`src/rtl/pd_seq_pkg.sv`:
```
package pd_seq_pkg;
  // Strobes from the control FSM to the datapath.
  typedef struct packed {
    logic clkUp;
    logic clkDown;
    logic qosSave;
    logic qosRestore;
    logic reqWr;
    logic reqVal;
    logic pwrWr;
    logic pwrVal;
    logic tmrClr;
    logic setDone;
    logic setErr;
    logic clrErr;
  } seqStrobe_t;

  typedef enum logic [3:0] {
    S_IDLE, S_CLKUP, S_SAVE, S_REQ, S_ACK, S_IDLEWT,
    S_PWR, S_PWRWT, S_RESTORE, S_CLKDN
  } seqState_t;
endpackage

```
`src/rtl/pd_seq_ctrl.sv`:
```
module pd_seq_ctrl
  import pd_seq_pkg::*;
#(
  parameter bit HAS_PWR    = 1'b1,
  parameter bit HAS_REQ    = 1'b1,
  parameter bit HAS_STATUS = 1'b1
) (
  input  logic       clk,
  input  logic       rstN,
  input  logic       cmdValid,
  input  logic       cmdOn,
  input  logic       ackIn,
  input  logic       idleIn,
  input  logic       statusIn,
  input  logic       clkAllOn,
  input  logic       clkAllOff,
  input  logic       tmrExpired,
  output seqStrobe_t strb,
  output logic       busy
);
  // Successor states that depend on which bits the domain has.
  localparam seqState_t OFF_AFTER_SAVE = HAS_REQ ? S_REQ : (HAS_PWR ? S_PWR : S_CLKDN);
  localparam seqState_t OFF_AFTER_IDLE = HAS_PWR ? S_PWR : S_CLKDN;
  localparam seqState_t ON_AFTER_CLK   = HAS_PWR ? S_PWR : (HAS_REQ ? S_REQ : S_RESTORE);
  localparam seqState_t ON_AFTER_PWR   = HAS_REQ ? S_REQ : S_RESTORE;

  seqState_t state, nextState;
  logic dirOn;
  logic domOn;

  // Status bit 1 means off; idle-only domains read on as "not idle".
  assign domOn = HAS_STATUS ? ~statusIn : ~idleIn;
  assign busy  = (state != S_IDLE);

  always_ff @(posedge clk) begin
    if (!rstN) begin
      state <= S_IDLE;
      dirOn <= 1'b1;
    end else begin
      state <= nextState;
      if (state == S_IDLE && cmdValid) dirOn <= cmdOn;
    end
  end

  always_comb begin
    strb      = '0;
    nextState = state;
    case (state)
      S_IDLE: if (cmdValid) begin
        strb.clrErr = 1'b1;
        if (domOn == cmdOn) strb.setDone = 1'b1;
        else nextState = S_CLKUP;
      end
      S_CLKUP: begin
        if (clkAllOn) nextState = dirOn ? ON_AFTER_CLK : S_SAVE;
        else strb.clkUp = 1'b1;
      end
      S_SAVE: begin
        strb.qosSave = 1'b1;
        nextState    = OFF_AFTER_SAVE;
      end
      S_REQ: begin
        strb.reqWr  = 1'b1;
        strb.reqVal = ~dirOn;
        strb.tmrClr = 1'b1;
        nextState   = S_ACK;
      end
      S_ACK: begin
        if (ackIn == ~dirOn) begin
          strb.tmrClr = 1'b1;
          nextState   = S_IDLEWT;
        end else if (tmrExpired) begin
          strb.setErr = 1'b1;
          nextState   = S_IDLE;
        end
      end
      S_IDLEWT: begin
        if (idleIn == ~dirOn) nextState = dirOn ? S_RESTORE : OFF_AFTER_IDLE;
        else if (tmrExpired) begin
          strb.setErr = 1'b1;
          nextState   = S_IDLE;
        end
      end
      S_PWR: begin
        strb.pwrWr  = 1'b1;
        strb.pwrVal = ~dirOn;
        strb.tmrClr = 1'b1;
        nextState   = S_PWRWT;
      end
      S_PWRWT: begin
        if (domOn == dirOn) nextState = dirOn ? ON_AFTER_PWR : S_CLKDN;
        else if (tmrExpired) begin
          strb.setErr = 1'b1;
          nextState   = S_IDLE;
        end
      end
      S_RESTORE: begin
        strb.qosRestore = 1'b1;
        nextState       = S_CLKDN;
      end
      S_CLKDN: begin
        if (clkAllOff) begin
          strb.setDone = 1'b1;
          nextState    = S_IDLE;
        end else strb.clkDown = 1'b1;
      end
      default: nextState = S_IDLE;
    endcase
  end

  // Every register action happens with all domain clocks running.
  assert_action_clk_R10: assert property (@(posedge clk) disable iff (!rstN)
    (state == S_SAVE || state == S_REQ || state == S_PWR || state == S_RESTORE) |-> clkAllOn);
endmodule

```
`src/rtl/pd_seq_datapath.sv`:
```
module pd_seq_datapath
  import pd_seq_pkg::*;
#(
  parameter int unsigned NUM_CLKS       = 2,
  parameter int unsigned TIMEOUT_CYCLES = 1000,
  parameter bit          MASKED         = 1'b0
) (
  input  logic                clk,
  input  logic                rstN,
  input  seqStrobe_t          strb,
  output logic [NUM_CLKS-1:0] clkEn,
  output logic                clkAllOn,
  output logic                clkAllOff,
  output logic                tmrExpired,
  output logic                idleReq,
  output logic                reqWe,
  output logic [1:0]          reqWd,
  output logic                pwrOff,
  output logic                pwrWe,
  output logic [1:0]          pwrWd,
  output logic                qosSave,
  output logic                qosRestore,
  output logic                done,
  output logic                err
);
  localparam int unsigned TW = $clog2(TIMEOUT_CYCLES + 1);
  localparam logic [TW-1:0] TMR_LAST = TW'(TIMEOUT_CYCLES - 1);

  logic [TW-1:0] tmrCnt;
  logic          wrEnBit;

  // The enable half of each write is fixed by the register style.
  generate
    if (MASKED) begin : g_masked
      assign wrEnBit = 1'b1;
    end else begin : g_plain
      assign wrEnBit = 1'b0;
    end
  endgenerate

  assign clkAllOn   = &clkEn;
  assign clkAllOff  = ~|clkEn;
  assign tmrExpired = (tmrCnt == TMR_LAST);

  always_ff @(posedge clk) begin
    if (!rstN) begin
      clkEn      <= '0;
      tmrCnt     <= '0;
      idleReq    <= 1'b0;
      reqWe      <= 1'b0;
      reqWd      <= 2'b00;
      pwrOff     <= 1'b0;
      pwrWe      <= 1'b0;
      pwrWd      <= 2'b00;
      qosSave    <= 1'b0;
      qosRestore <= 1'b0;
      done       <= 1'b0;
      err        <= 1'b0;
    end else begin
      // Enables fill from bit 0 upwards and drain from the top bit down.
      if (strb.clkUp)        clkEn <= (clkEn << 1) | NUM_CLKS'(1);
      else if (strb.clkDown) clkEn <= clkEn >> 1;

      if (strb.tmrClr)       tmrCnt <= '0;
      else if (!tmrExpired)  tmrCnt <= tmrCnt + 1'b1;

      reqWe <= strb.reqWr;
      if (strb.reqWr) begin
        idleReq <= strb.reqVal;
        reqWd   <= {wrEnBit, strb.reqVal};
      end
      pwrWe <= strb.pwrWr;
      if (strb.pwrWr) begin
        pwrOff <= strb.pwrVal;
        pwrWd  <= {wrEnBit, strb.pwrVal};
      end

      qosSave    <= strb.qosSave;
      qosRestore <= strb.qosRestore;
      done       <= strb.setDone;
      if (strb.setErr)      err <= 1'b1;
      else if (strb.clrErr) err <= 1'b0;
    end
  end

  // Enables always form a contiguous run from bit 0.
  assert_clk_contig_R10: assert property (@(posedge clk) disable iff (!rstN)
    ((clkEn + 1'b1) & clkEn) == '0);
  // No more than one enable changes per cycle.
  assert_clk_step_R10: assert property (@(posedge clk) disable iff (!rstN)
    $onehot0(clkEn ^ $past(clkEn)));
  // The QoS capture happens with every clock running.
  assert_save_clk_R3: assert property (@(posedge clk) disable iff (!rstN)
    qosSave |-> clkAllOn);
endmodule

```
`src/rtl/pd_sequencer.sv`:
```
module pd_sequencer
  import pd_seq_pkg::*;
#(
  parameter int unsigned CLK_FREQ_MHZ = 100,
  parameter int unsigned TIMEOUT_US   = 10000,
  parameter int unsigned NUM_CLKS     = 2,
  parameter bit          HAS_PWR      = 1'b1,
  parameter bit          HAS_REQ      = 1'b1,
  parameter bit          HAS_STATUS   = 1'b1,
  parameter bit          MASKED       = 1'b0
) (
  input  logic                clk,
  input  logic                rstN,
  input  logic                cmdValid,
  input  logic                cmdOn,
  input  logic                ackIn,
  input  logic                idleIn,
  input  logic                statusIn,
  output logic                busy,
  output logic                done,
  output logic                err,
  output logic [NUM_CLKS-1:0] clkEn,
  output logic                qosSave,
  output logic                qosRestore,
  output logic                idleReq,
  output logic                reqWe,
  output logic [1:0]          reqWd,
  output logic                pwrOff,
  output logic                pwrWe,
  output logic [1:0]          pwrWd
);
  localparam int unsigned TIMEOUT_CYCLES = CLK_FREQ_MHZ * TIMEOUT_US;

  seqStrobe_t strb;
  logic clkAllOn, clkAllOff, tmrExpired;

  pd_seq_ctrl #(
    .HAS_PWR(HAS_PWR), .HAS_REQ(HAS_REQ), .HAS_STATUS(HAS_STATUS)
  ) u_ctrl (
    .clk(clk), .rstN(rstN), .cmdValid(cmdValid), .cmdOn(cmdOn),
    .ackIn(ackIn), .idleIn(idleIn), .statusIn(statusIn),
    .clkAllOn(clkAllOn), .clkAllOff(clkAllOff), .tmrExpired(tmrExpired),
    .strb(strb), .busy(busy)
  );

  pd_seq_datapath #(
    .NUM_CLKS(NUM_CLKS), .TIMEOUT_CYCLES(TIMEOUT_CYCLES), .MASKED(MASKED)
  ) u_dp (
    .clk(clk), .rstN(rstN), .strb(strb), .clkEn(clkEn),
    .clkAllOn(clkAllOn), .clkAllOff(clkAllOff), .tmrExpired(tmrExpired),
    .idleReq(idleReq), .reqWe(reqWe), .reqWd(reqWd),
    .pwrOff(pwrOff), .pwrWe(pwrWe), .pwrWd(pwrWd),
    .qosSave(qosSave), .qosRestore(qosRestore), .done(done), .err(err)
  );

  // With a request bit present, power is only cut while idle is requested.
  generate
    if (HAS_REQ) begin : g_req_chk
      assert_off_after_idle_R3: assert property (@(posedge clk) disable iff (!rstN)
        (pwrWe && pwrWd[0]) |-> idleReq);
    end
  endgenerate
endmodule

```
`config.mk`:
```
export PLATFORM = sky130hd
export DESIGN_NAME = pd_sequencer
export DESIGN_NICKNAME = d
export VERILOG_FILES = /design/src/rtl/pd_seq_pkg.sv /design/src/rtl/pd_seq_ctrl.sv /design/src/rtl/pd_seq_datapath.sv /design/src/rtl/pd_sequencer.sv
export SDC_FILE = /design/constraint.sdc
export NUM_CORES = 1
export LEC_CHECK = 0
export BUFFER_PORTS_ARGS = -buffer_cell sky130_fd_sc_hd__buf_2
export CAP_MARGIN = 20
export CORE_ASPECT_RATIO = 0.6
export CORE_UTILIZATION = 57
export CTS_CLUSTER_DIAMETER = 200
export DETAILED_ROUTE_END_ITERATION = 10
export PLACE_DENSITY = 0.86
export SLEW_MARGIN = 20
export SYNTH_ARGS = -nofsm -noshare
export SYNTH_HDL_FRONTEND = slang
export SYNTH_SLANG_ARGS = --single-unit
```
`constraint.sdc`:
```
create_clock -name clk -period 2.12 [get_ports clk]
set_clock_uncertainty 0.1 [all_clocks]
set_input_delay 0.636 -clock clk [delete_from_list [all_inputs] [get_ports clk]]
set_output_delay 0.636 -clock clk [all_outputs]
set_load 0.01 [all_outputs]
```
### Word-level counts from Yosys, hierarchy flattened

Cells that the tools add are included.

* register bits: 35
* bits of input ports: 7
* output and inout bits: 15
* word-level logic and storage cells: 81

* add/sub/neg operators: 1
* equal/unequal tests: 18
* muxes and demuxes: 37
* bitwise operators: 3
* reductions and logical operators: 10

Operators with widths (count)
* 4-bit two-way mux: 10
* 4-bit one-hot mux with 10 select lines: 1
* 20-bit by 1-bit adder with 20-bit output (second input constant): 1
* 20-bit equality test (second input constant): 1
* 1-bit two-way mux: 18
* 4-bit by 3-bit equality test with 1-bit output (second input constant): 4
* 4-bit by 2-bit equality test with 1-bit output (second input constant): 2
* 4-bit equality test (second input constant): 2
* 2-bit two-way mux: 4
* 2-bit inequality test (second input constant): 4
* 2-bit OR reduction: 3
* 1-bit equality test: 4
* 4-bit by 1-bit equality test with 1-bit output (second input constant): 1
* 4-bit logical NOT: 1
* 1-bit one-hot mux with 2 select lines: 2
* 4-bit AND reduction: 1
* 2-bit nonzero test: 2
* 4-bit nonzero test: 1
* 3-bit two-way mux: 1
* 1-bit inverter: 3
* 1-bit one-hot mux with 3 select lines: 1
* 2-bit AND reduction: 1
* 1-bit logical AND: 1

### Logic depth before layout (Yosys ltp)

* word-level depth: 5
* depth in mapped cells: 7
* mapped depth without buffers: 6

### Hierarchy

A second synthesis with hierarchy kept.

* cell total of the unflattened synthesis: 236
* area, all modules: 1969.4 µm²

Modules (own cells, without submodules)
* pd_seq_datapath: instances 1, cells each 147, area each 1371.3 µm², sequential area each 600.6 µm²
* pd_seq_ctrl: instances 1, cells each 89, area each 598.1 µm², sequential area each 100.1 µm²

### Worst setup path after synthesis

Ideal clock, no wire load.

* path kind: in2reg
* start: input port statusIn
* end: register u_ctrl.state[0]
* setup time: 58 ps
* arrival: 1546 ps
* data required time: 1962 ps
* path slack: 416 ps
* stages on the path: 5
* buffers on the path: 1
* path through: clkbuf_1 > xor2_1 > nand3_1 > a311oi_1 > o211a_1

* word-level cells in the longest chain between the ends: 4
* elaborated cells on any way between the ends: 7
* those cells by class: eq/ne: 3; mux: 2; bitwise: 1; reduce/logical: 1

Ends and longest elaborated chain
* from (decl): line pd_sequencer.sv:18 `input logic statusIn,`
* 1-bit inverter (*): line pd_seq_ctrl.sv:32 `assign domOn = HAS_STATUS ? ~statusIn : ~idleIn;`
* 1-bit equality test, on equally long branches: line pd_seq_ctrl.sv:91, pd_seq_ctrl.sv:51
* 4-bit two-way mux or 2-bit inequality test (tied branches)
* 4-bit one-hot mux with 10 select lines or 4-bit AND reduction (tied branches)
* to (signal assigned): line pd_seq_ctrl.sv:40 `state <= nextState;`
* to (decl): line pd_seq_ctrl.sv:27 `seqState_t state, nextState;`

Mark *: on every way between the ends. The rest lies on a longest branch, timed or not.
A chain may end at the register's enable or synchronous reset.

### Worst setup path after layout

* start: register u_ctrl.state[3]
* end: output port busy

* word-level cells in the longest chain between the ends: 1

Ends and longest elaborated chain
* 4-bit nonzero test: line pd_seq_ctrl.sv:33 `assign busy = (state != S_IDLE);`
* to (decl): line pd_sequencer.sv:19 `output logic busy,`

No other way between the ends.

==> impl_metrics.json <==
{
  "period_needed_ns": 2.05,
  "clk_latency_ns": 0.30,
  "path_cells": "or4_4 -> buf_2",
  "viasPerCell": 5.70,
  "cp-end-kind": "primary output",
  "report.final.slew_viol_count": 0,
  "syn_avg_cell_area_um2": 8.47,
  "post_drt_wl_per_cell_um": 13.6,
  "syn_area_um2": 1810,
  "setup_viol": 0,
  "power_density_nw_per_um2": 983,
  "crit_arrival_ns": 1.32,
  "cp_slowest_stage_delay_ns": 0.53,
  "fin_crit_sh_pct": 96.8,
  "yosys-top-cells-count": "dfxtp_1 (35), nor2_1 (30), xor2_1 (16), nand3_1 (14), nand2_1 (13)",
  "wl_met2_um": 1370,
  "synthCells": 214,
  "p_leak_nw": 0.885,
  "synth_ff_type": "dfxtp_1",
  "max_cap_viol_count": 0,
  "antenna_found_initial": 0,
  "ir_drop_uv": 927,
  "clk_pin_slew_ns": 0.07,
  "yosys.area.top_type": "dfxtp_1",
  "cts_buffers": 5,
  "num_vias": 1572,
  "ioPinCount": 22,
  "cts_tree": "done",
  "io_buffers": 19,
  "post-route-drc-count": 0,
  "seq_area_frac_synth_pct": 38.6,
  "drt-initial-drc-count": 198,
  "place_congestion": 0.911,
  "first_pass_iters": 5,
  "wl_met1_um": 1950,
  "post-cts-setup-buffers": 0,
  "drive_above_1_share_pct": 18.4,
  "fin_tns_setup_ns": 0,
  "critPathBufInv": 1,
  "status": "finished, final reports clean",
  "worstPathMaxFanout": 4,
  "cts_root_buf": "clkbuf_8",
  "slowest_stage": "or4_4",
  "hp-class": "register to register",
  "rows": 15,
  "htree_num_levels": 2,
  "dieWidth_um": 74.8,
  "ys_ff_latch": 35,
  "required_ns": 1.38,
  "core_um2": 2950,
  "worst_setup_path_start_kind": "register",
  "synthTopCellsByArea": "dfxtp_1 (39%), xor2_1 (7.7%), nor2_1 (6.2%)",
  "cts.sinks": 35,
  "area_delta_synth_final_pct": 13.7,
  "gr-total-overflow": 0,
  "grt_pass1_wl_um": 6070,
  "start_util_pct": 61.5,
  "cpLargestDelayFamily": "simple AND/OR/NAND/NOR gates",
  "yosys.cell_types.count": 44,
  "synth-edff-count": 0,
  "track_usage_pct": 25.4,
  "die_h_um": 45.7,
  "ant_nets": 0,
  "hold_slack_ns": 0.384,
  "max_freq_mhz": 487,
  "crit_type": "register to primary output",
  "diodes": 0,
  "rsz0062_at_grt": "no",
  "async_flop_share_pct": 0,
  "yosysMostFrequentCell": "dfxtp_1",
  "ys_warn_count": 0,
  "finalNetCount": 241,
  "dp_hpwl_um": 2760,
  "synth_top_cell_area_share_pct": 38.6,
  "highest_layer": "met4",
  "dieArea_um2": 3420,
  "drt_wl_total_um": 3770,
  "hold_viol": 0,
  "wl_met3_um": 399,
  "grt_max_degree": 17,
  "cts_max_path_buffers": 2,
  "grt_pass1_vias": 1274
}
==> final cells by class <==
| cell class | count | area [um2] |
|---|---|---|
| clock buffers | 6 | 72.6 |
| clock inverters | 2 | 60.1 |
| fillers | 226 | 885 |
| inverters | 6 | 22.5 |
| multi-input cells | 159 | 1000 |
| flip-flops and latches | 35 | 702 |
| well taps | 42 | 52.6 |
| repair buffers | 26 | 148 |
==> layer usage <==
metal | GRT usage, % | up-vias
met3 | 8.85 | 6
met2 | 29.7 | 71
met4 | 10.2 | 0
met5 | 0 | -
met1 | 39.9 | 711
li1 | - | 784
==> stage by stage <==
step	cells	worst slack, ns	util (%)	total power [mW]	area [um2]
after CTS	276	0.0611	69.9	2.02	2060
after detailed placement	268	0.120	65.4	1.31	1930
after floorplan	215	0.416	-	1.18	1820
final	276	0.0670	70.0	2.03	2060
after global routing	276	0.0253	70.0	2.14	2060
after global placement	268	0.159	65.4	1.30	1930
==> final timing paths <==
check | startpoint | endpoint | slack (ns) | depth (start not counted)
min | u_dp.err$_SDFFE_PN0P_ | u_dp.err$_SDFFE_PN0P_ | 0.38 | 2
max reg2reg | u_ctrl.state[2]$_SDFFE_PN0P_ | u_dp.tmrCnt[16]$_SDFFE_PP0N_ | 0.26 | 6
max | u_ctrl.state[3]$_SDFFE_PN0P_ | busy | 0.07 | 2
min reg2reg | u_dp.err$_SDFFE_PN0P_ | u_dp.err$_SDFFE_PN0P_ | 0.38 | 2
==> cell families after synthesis <==
family	count (synthesis)	synth area share, %
other	1	0.207
DFF	35	38.6
and+or+nand+nor	93	28.2
muxes	4	2.21
buffers and inverters	21	6.14
adders and majority gates	1	0.690
AOI/OAI and AO/OA	39	14.3
xor gates and xnor gates	20	9.66
==> worst register-to-register path, cell delays in order (launching register included) <==
cell and delay [ns]:
dfxtp_2 0.38, nor2_1 0.31, and3_1 0.29, a31oi_1 0.08, nand2_1 0.29, buf_4 0.24, nor2_1 0.06
==> report_power, final <==
| part | leakage [nW] | switching (mW) | internal (mW) |
|---|---|---|---|
| logic | 0.535 | 0.333 | 0.227 |
| registers | 0.284 | 0.0456 | 0.708 |
| clock network | 0.0654 | 0.243 | 0.470 |
| total | 0.885 | 0.622 | 1.40 |
==> state kept, by name, summed over array words and instances, names as in the netlist <==
| signal | flops |
|---|---|
| u_dp.tmrCnt | 20 |
| u_dp.idleReq | 1 |
| u_dp.qosSave | 1 |
| u_ctrl.state | 4 |
| u_dp.pwrOff | 1 |
| u_dp.pwrWe | 1 |
| u_dp.reqWe | 1 |
| u_dp.qosRestore | 1 |
| u_dp.clkEn | 2 |
| u_dp.err | 1 |
| u_ctrl.dirOn | 1 |
| u_dp.done | 1 |
==> layout by cell type (no fill, tap or decap), types with 3 or more instances in the layout <==
cell type | Yosys | routed
nor3_1 | 5 | 5
buf_4 | 7 | 7
nand2b_1 | 6 | 6
nand4_1 | 4 | 4
nor2_1 | 30 | 30
nand3_1 | 14 | 14
mux2i_1 | 4 | 4
clkbuf_8 | 0 | 5
nand2_1 | 13 | 13
dfxtp_1 | 35 | 34
buf_2 | 5 | 19
o21ai_0 | 10 | 10
a21oi_1 | 9 | 9
xnor2_1 | 4 | 4
a31oi_1 | 3 | 3
inv_1 | 6 | 6
and4_1 | 3 | 3
and3_1 | 5 | 5
xor2_1 | 16 | 16
==> what timing repair did <==
item                       4_1_cts  5_1_grt
resized for setup                0        1
setup endpoints to repair        0        1
hold buffers                     0        0
Power figures use the tool's default switching activity.
